`src/rtl/ibr_pkg.sv`:
```
package ibr_pkg;

  localparam int unsigned HA_W = 3;

  localparam logic [HA_W-1:0] OFS_ADDR = 3'd0;
  localparam logic [HA_W-1:0] OFS_WDAT = 3'd1;
  localparam logic [HA_W-1:0] OFS_CTRL = 3'd2;
  localparam logic [HA_W-1:0] OFS_RDAT = 3'd3;
  localparam logic [HA_W-1:0] OFS_PARM = 3'd4;
  localparam logic [HA_W-1:0] OFS_TLIM = 3'd5;

  localparam int unsigned CB_DIR   = 0;
  localparam int unsigned CB_OVCLR = 3;

  localparam int unsigned ST_W = 4;

  // Abort when the count about to be reached equals the limit; 0 = never.
  function automatic logic tmo_expire(input int unsigned cnt, input int unsigned lim);
    return (lim != 0) && ((cnt + 1) >= lim);
  endfunction

  function automatic logic [ST_W-1:0] pack_status(input logic rdy, input logic bsy,
                                                  input logic tmo, input logic ovr);
    return {ovr, tmo, bsy, rdy};
  endfunction

endpackage

```
`src/rtl/ibr_host_regs.sv`:
```
module ibr_host_regs
  import ibr_pkg::*;
#(
  parameter int unsigned AW     = 16,
  parameter int unsigned DW     = 32,
  parameter int unsigned PW     = 4,
  parameter int unsigned TW     = 16,
  parameter int unsigned TO_DEF = 64
) (
  input  logic            clk,
  input  logic            rst_n,
  input  logic            we,
  input  logic [HA_W-1:0] addr,
  input  logic [DW-1:0]   wdata,
  output logic [AW-1:0]   addr_q,
  output logic [DW-1:0]   wdat_q,
  output logic [PW-1:0]   parm_q,
  output logic [TW-1:0]   tlim_q,
  output logic            ctrl_wr,
  output logic            ctrl_dir,
  output logic            ctrl_ovclr
);

  localparam logic [TW-1:0] TLIM_RST = TW'(TO_DEF);

  assign ctrl_wr    = we && (addr == OFS_CTRL);
  assign ctrl_dir   = wdata[CB_DIR];
  assign ctrl_ovclr = wdata[CB_OVCLR];

  always_ff @(posedge clk) begin
    if (!rst_n) begin
      addr_q <= '0;
      wdat_q <= '0;
      parm_q <= '0;
      tlim_q <= TLIM_RST;
    end else if (we) begin
      case (addr)
        OFS_ADDR: addr_q <= wdata[AW-1:0];
        OFS_WDAT: wdat_q <= wdata;
        OFS_PARM: parm_q <= wdata[PW-1:0];
        OFS_TLIM: tlim_q <= wdata[TW-1:0];
        default:  ;
      endcase
    end
  end

endmodule

```
`src/rtl/ibr_seq.sv`:
```
module ibr_seq
  import ibr_pkg::*;
#(
  parameter int unsigned AW = 16,
  parameter int unsigned DW = 32,
  parameter int unsigned TW = 16
) (
  input  logic          clk,
  input  logic          rst_n,
  input  logic          ctrl_wr,
  input  logic          ctrl_dir,
  input  logic          ctrl_ovclr,
  input  logic [AW-1:0] addr_i,
  input  logic [DW-1:0] wdat_i,
  input  logic [TW-1:0] tlim_i,
  input  logic          dn_ack,
  input  logic [DW-1:0] dn_rdata,
  output logic          dn_req,
  output logic          dn_we,
  output logic [AW-1:0] dn_addr,
  output logic [DW-1:0] dn_wdata,
  output logic [DW-1:0] rdat_q,
  output logic          ready,
  output logic          tmo,
  output logic          ovr,
  output logic          launch,
  output logic          ignored,
  output logic          to_hit
);

  logic [TW-1:0] cnt_q;
  logic          ack_hit;

  assign launch  = ctrl_wr && !dn_req;
  assign ignored = ctrl_wr && dn_req;
  assign ack_hit = dn_req && dn_ack;
  assign to_hit  = dn_req && !dn_ack && tmo_expire(32'(cnt_q), 32'(tlim_i));

  always_ff @(posedge clk) begin
    if (!rst_n) begin
      dn_req   <= 1'b0;
      dn_we    <= 1'b0;
      dn_addr  <= '0;
      dn_wdata <= '0;
      rdat_q   <= '0;
      cnt_q    <= '0;
      ready    <= 1'b1;
      tmo      <= 1'b0;
      ovr      <= 1'b0;
    end else begin
      if (launch) begin
        dn_req   <= 1'b1;
        dn_we    <= ctrl_dir;
        dn_addr  <= addr_i;
        dn_wdata <= wdat_i;
        cnt_q    <= '0;
        ready    <= 1'b0;
        tmo      <= 1'b0;
        if (ctrl_ovclr) ovr <= 1'b0;
      end else if (ack_hit) begin
        dn_req <= 1'b0;
        ready  <= 1'b1;
        if (!dn_we) rdat_q <= dn_rdata;
      end else if (to_hit) begin
        dn_req <= 1'b0;
        ready  <= 1'b1;
        tmo    <= 1'b1;
      end else if (dn_req) begin
        cnt_q <= cnt_q + 1'b1;
      end
      if (ignored) ovr <= 1'b1;
    end
  end

endmodule

```
`src/rtl/ind_reg_bridge.sv`:
```
module ind_reg_bridge
  import ibr_pkg::*;
#(
  parameter int unsigned AW     = 16,
  parameter int unsigned DW     = 32,
  parameter int unsigned PW     = 4,
  parameter int unsigned TW     = 16,
  parameter int unsigned TO_DEF = 64
) (
  input  logic            clk,
  input  logic            rst_n,
  input  logic            hst_we,
  input  logic [HA_W-1:0] hst_addr,
  input  logic [DW-1:0]   hst_wdata,
  output logic [DW-1:0]   hst_rdata,
  output logic            dn_req,
  output logic            dn_we,
  output logic [AW-1:0]   dn_addr,
  output logic [DW-1:0]   dn_wdata,
  input  logic [DW-1:0]   dn_rdata,
  input  logic            dn_ack,
  output logic [PW-1:0]   dn_param
);

  logic [AW-1:0] addr_w;
  logic [DW-1:0] wdat_w;
  logic [PW-1:0] parm_w;
  logic [TW-1:0] tlim_w;
  logic [DW-1:0] rdat_w;
  logic          ctrl_wr_w, ctrl_dir_w, ctrl_ovclr_w;
  logic          ready_w, tmo_w, ovr_w;
  logic          launch_w, ignored_w, to_hit_w;

  ibr_host_regs #(.AW(AW), .DW(DW), .PW(PW), .TW(TW), .TO_DEF(TO_DEF)) u_regs (
    .clk(clk), .rst_n(rst_n), .we(hst_we), .addr(hst_addr), .wdata(hst_wdata),
    .addr_q(addr_w), .wdat_q(wdat_w), .parm_q(parm_w), .tlim_q(tlim_w),
    .ctrl_wr(ctrl_wr_w), .ctrl_dir(ctrl_dir_w), .ctrl_ovclr(ctrl_ovclr_w)
  );

  ibr_seq #(.AW(AW), .DW(DW), .TW(TW)) u_seq (
    .clk(clk), .rst_n(rst_n), .ctrl_wr(ctrl_wr_w), .ctrl_dir(ctrl_dir_w),
    .ctrl_ovclr(ctrl_ovclr_w), .addr_i(addr_w), .wdat_i(wdat_w), .tlim_i(tlim_w),
    .dn_ack(dn_ack), .dn_rdata(dn_rdata), .dn_req(dn_req), .dn_we(dn_we),
    .dn_addr(dn_addr), .dn_wdata(dn_wdata), .rdat_q(rdat_w), .ready(ready_w),
    .tmo(tmo_w), .ovr(ovr_w), .launch(launch_w), .ignored(ignored_w), .to_hit(to_hit_w)
  );

  assign dn_param = parm_w;

  always_comb begin
    hst_rdata = '0;
    case (hst_addr)
      OFS_ADDR: hst_rdata[AW-1:0]   = addr_w;
      OFS_WDAT: hst_rdata           = wdat_w;
      OFS_CTRL: hst_rdata[ST_W-1:0] = pack_status(ready_w, dn_req, tmo_w, ovr_w);
      OFS_RDAT: hst_rdata           = rdat_w;
      OFS_PARM: hst_rdata[PW-1:0]   = parm_w;
      OFS_TLIM: hst_rdata[TW-1:0]   = tlim_w;
      default:  hst_rdata           = '0;
    endcase
  end

endmodule

```
`config.mk`:
```
export PLATFORM = sky130hd
export DESIGN_NAME = ind_reg_bridge
export DESIGN_NICKNAME = d
export VERILOG_FILES = /design/src/rtl/ibr_pkg.sv /design/src/rtl/ibr_host_regs.sv /design/src/rtl/ibr_seq.sv /design/src/rtl/ind_reg_bridge.sv
export SDC_FILE = /design/constraint.sdc
export NUM_CORES = 1
export LEC_CHECK = 0
export ABC_AREA = 1
export BUFFER_PORTS_ARGS = -buffer_cell sky130_fd_sc_hd__buf_2
export CAP_MARGIN = 5
export CORE_MARGIN = 3
export CORE_UTILIZATION = 40
export DETAILED_ROUTE_END_ITERATION = 8
export PLACE_DENSITY_LB_ADDON = 0.15
export SYNTH_ARGS = -nofsm -noshare
export SYNTH_HDL_FRONTEND = slang
export SYNTH_SLANG_ARGS = --single-unit
export TNS_END_PERCENT = 10
```
`constraint.sdc`:
```
create_clock -name clk -period 5.8 [get_ports clk]
set_input_delay 1.16 -clock clk [delete_from_list [all_inputs] [get_ports clk]]
set_output_delay 1.16 -clock clk [all_outputs]
set_load 0.005 [all_outputs]
```
-- Yosys cells after proc, flatten, opt, wreduce, memory -nomap -nowiden
Cells that the tools add are included.
- muxes and demuxes: 12
- reduce and logical (&&, ||, !) cells: 23
- eq/ne operators: 5
- add/sub/neg operators: 2
- bitwise logic cells: 5
- order comparisons: 1
- operators with widths (operator ; number):
    case mux 12 bit (4 select lines) ; 1
    greater-or-equal comparator 32 x 16 -> 1 bit ; 1
    case mux 16 bit (2 select lines) ; 1
    case mux 4 bit (6 select lines) ; 1
    adder 16 x 1 -> 17 bit, second input constant ; 1
    adder 16 x 1 -> 16 bit, second input constant ; 1
    nonzero test 16 bit ; 1
    AND reduction 2 bit ; 6
    two-way mux 1 bit ; 9
    logical AND 1 bit ; 7
    == test 3 x 2 -> 1 bit, second input constant ; 2
    == test 3 bit, second input constant ; 2
    AND reduction 3 bit ; 2
    NOT 1 bit ; 5
    nonzero test 2 bit ; 2
    == test 3 x 1 -> 1 bit, second input constant ; 1
    logical NOT 3 bit ; 1
    nonzero test 3 bit ; 1
    logical NOT 1 bit ; 2
    OR reduction 2 bit ; 1
- input port bits: 71
- bits in registers: 169
- word-level logic and storage cells: 61
- output and inout bits: 86

-- Depth between registers and ports, before layout
- depth in word-level cells: 7
- mapped depth: 23
- mapped depth without buffers: 23

-- Hierarchy
From an unflattened synthesis, not the netlist that was laid out.
- cells, all modules: 1201
- area, all modules: 8250.4 um2
- by module, submodules not included (module ; area an instance (um2) ; instances ; seq. area each (um2) ; cells an instance):
    ibr_seq ; 4454.3 ; 1 ; 2021.9 ; 604
    ibr_host_regs ; 2861.5 ; 1 ; 1361.3 ; 416
    ind_reg_bridge ; 934.6 ; 1 ; 0.0 ; 181

-- Worst setup path before layout
Ideal clock, no wire load.
- path kind: input to output
- from: input port hst_addr[1]
- to: output port hst_rdata[10]
- cell stages on the path: 5
- arrival: 1996 ps
- slack: 2644 ps
- path buffers: 1
- required time: 4640 ps
- path through: inv_1 nor3_1 clkbuf_1 nand2_1 o2111ai_1
- longest elaborated chain between the ends: 2
- elaborated cells on any way between the ends: 5
- classes of those cells: 3 x eq/ne; 1 x mux; 1 x reduce/logical
- ends and longest elaborated chain (item ; RTL line ; text):
    from (decl) ; ind_reg_bridge.sv:13 ; input logic [HA_W-1:0] hst_addr,
    == test 3 bit, or another cell as far along ; ind_reg_bridge.sv:52 ; case (hst_addr)
    case mux 12 bit (4 select lines) * ; ind_reg_bridge.sv:52 ;
    to (decl) ; ind_reg_bridge.sv:15 ; output logic [DW-1:0] hst_rdata,
Every way passes the cells marked *; elsewhere a longest branch is shown, timed or not.

-- Final worst setup path
- from: input port hst_addr[0]
- to: output port hst_rdata[14]
The elaborated chain is that of the path after synthesis.

==> impl_metrics.json <==
{
  "ys_types": 34,
  "critical-path-top-delay-family": "buffers and inverters",
  "crit_path_start_kind": "input port",
  "post-cts-setup-buffers": 0,
  "die_area_um2": 20200,
  "crit_buf_inv": 3,
  "drive_above_1_share_pct": 21.5,
  "max_stage_delay_ns": 0.70,
  "cts_buffer_depth": 2,
  "holdWs_ns": 0.473,
  "synth_ff_type": "dfxtp_1",
  "vias": 6930,
  "worstPathRequired_ns": 4.64,
  "setup-tns-final_ns": 0,
  "die_h_um": 142,
  "path_clk_slew_ns": 0.07,
  "grt_pass1_vias": 6617,
  "dpl_worst_slack_ns": 1.92,
  "cp_data_arrival_time_ns": 2.73,
  "io_pins": 157,
  "overflow": 0,
  "setup_violations": 0,
  "grt_start_max_net_pins": 104,
  "crit_chain": "buf_2, nor2_1, nand2_1, inv_1, nand2_1, o2111ai_1, buf_2",
  "rsz0062_at_grt": "no",
  "drtPass1Iterations": 5,
  "critPathSlowestCell": "inv_1",
  "synthCells": 999,
  "worstSkewPairLatency_ns": 0.42,
  "ant_nets": 0,
  "dp_cells": 1333,
  "met1_usage_pct": 29.7,
  "syn_to_final_growth_pct": 19.3,
  "cts_resized": 0,
  "top_usage_layer": "met2",
  "r2r_start": "u_seq.cnt_q[0]",
  "synth_area_per_cell_um2": 7.44,
  "htree_levels": 4,
  "cts_made_buffers": 17,
  "design.core.area_um2": 18100,
  "antenna_found_initial": 3,
  "final_nets": 1211,
  "drc": 0,
  "leakagePower_nw": 4.14,
  "crit_type": "in -> out",
  "powerDensity_nw_per_um2": 283,
  "worst_slew_pin_slew_ns": 1.09,
  "layout_min_cycle_time_ns": 3.89,
  "critPathCaptureType": "output port",
  "ys_warn_count": 0,
  "dp_hpwl_um": 15500,
  "ff2ff_path_depth": 19,
  "slew_headroom_pct": 27.3,
  "cts_tree": "done",
  "worstHoldEndpoint": "u_seq.ready",
  "fin_ws_ns": 1.91,
  "root_buffer": "clkbuf_16",
  "yosys_register_bits": 169,
  "yosysTopAreaCell": "dfxtp_1",
  "wl_um": 22900,
  "first_iter_violations": 507,
  "use_met2_pct": 36.3,
  "avgViaCountPerCell": 5.07,
  "track_usage_pct": 22.7,
  "grt_pass1_wl_um": 36300,
  "min-delay-start": "u_seq.ready",
  "placed_area_um2": 8280,
  "fin_crit_sh_pct": 67.1,
  "synth.cell_area_um2": 7430,
  "r2r_slack_ns": 2.59,
  "synth-edff-count": 0,
  "slew_violations": 0,
  "die_width_um": 142,
  "outcome": "finished, final reports clean",
  "wl_per_cell_um": 16.8,
  "synth_top_area_share_pct": 45.5,
  "seq_area_frac_synth_pct": 45.5,
  "hold-path-cell-count": 2,
  "worst_r2r_endpoint": "u_seq.cnt_q[11]",
  "final_cell_count_no_fill": 1366,
  "async_reset_ff_share_pct": 0,
  "cp_max_fo": 25,
  "start_util_pct": 41.1,
  "numClockSinks": 169,
  "max_freq_mhz": 257,
  "yosys-top-cells-area": "dfxtp_1 (46%), nor2_1 (11%), o21ai_0 (9.0%)",
  "hold_viol": 0,
  "synth_fp_nets": 1087,
  "gp_congestion": 0.942,
  "port_buffers": 156,
  "hp-class": "reg -> reg",
  "ir_drop_mv": 0.204,
  "skew_ns": 0.00570,
  "grtUsageMet3_pct": 5.91,
  "rows": 49,
  "maxCapViolCount": 0,
  "final_cell_area_um2": 8870,
  "hold_buffers": 0
}
## state kept, by name, summed over array words and instances (netlist names)
signal / flops
u_regs.addr_q: 16
u_regs.parm_q: 4
u_regs.tlim_q: 16
u_regs.wdat_q: 32
u_seq.cnt_q: 16
u_seq.dn_addr: 16
u_seq.dn_req: 1
u_seq.dn_wdata: 32
u_seq.dn_we: 1
u_seq.ovr: 1
u_seq.rdat_q: 32
u_seq.ready: 1
u_seq.tmo: 1
## metrics by stage
step	total power, W	util (%)
3_5_place_dp	0.00141	45.8
3_3_place_gp	0.00141	45.8
6_report	0.00251	49.0
4_1_cts	0.00254	49.0
2_1_floorplan	0.00133	-
5_1_grt	0.00261	49.0
## kinds of logic (layout without fill, tap and decap cells)
kind of cell,Yosys count,count (layout),share of synthesized area [%]
AOI/OAI and AO/OA,238,238,18.5
xor gates and xnor gates,11,11,1.30
adders and majority gates,17,17,2.86
buffers and inverters,128,265,7.39
DFF,169,169,45.5
other,0,1,0
and+or+nand+nor,436,436,24.5
## layer usage
layer  routed length, um  up-vias
met1               10600     3137
met5                  34        -
met4                 607        6
met3                1360       48
met2               10400      205
li1                    -     3534
## worst max-delay path by stage
stage,slack [ns],end,start,cells after the start
floorplan,2.64,hst_rdata[10],hst_addr[1],5
global placement,1.96,hst_rdata[14],hst_addr[0],7
detailed placement,1.92,hst_rdata[14],hst_addr[0],7
CTS,1.91,hst_rdata[14],hst_addr[0],7
global route,1.76,hst_rdata[14],hst_addr[0],7
finish,1.91,hst_rdata[14],hst_addr[0],7
## cell usage after synthesis, drive strengths merged (2+ instances only)
cell     number
o21ai       137
clkinv        2
nand2       133
nor2        253
nand3        36
o2111ai      16
a221oi        5
xor2          8
xnor2         3
buf          26
a21oi        61
nand4         6
a22o         16
clkbuf       34
nor3          8
ha           17
inv          66
dfxtp       169
## worst min-delay path, delay by kind of cell (launching register included)
kind,cells,cell delay [ns]
flip-flops,1,0.34
AND/OR/NAND/NOR,1,0.04
AO/OA/AOI/OAI,1,0.07
## area by class of cell
| cell class | instances | area (um^2) |
|---|---|---|
| antenna | 1 | 2.50 |
| fill | 1820 | 9220 |
| clock inverter | 11 | 123 |
| multi-input combinational | 702 | 3510 |
| sequential | 169 | 3380 |
| tap | 229 | 287 |
| clock buffer | 21 | 460 |
| timing repair buffer | 165 | 851 |
| inverter | 68 | 255 |
## power by group
part	switching (W)	internal, W	total (W)
Clock	0.000472	0.000656	0.00113
Combinational	0.000113	0.0000600	0.000173
Sequential	0.0000201	0.00119	0.00121
Total	0.000605	0.00191	0.00251
## cell usage in the layout (no fill, tap or decap), types with 26 or more instances in the layout
cell type,count
o21ai_0,134
a21oi_1,53
nor2_2,26
nand3_1,35
nand2_1,128
inv_1,62
buf_2,155
dfxtp_1,169
nor2_1,225
Power figures use the tool's default switching activity.
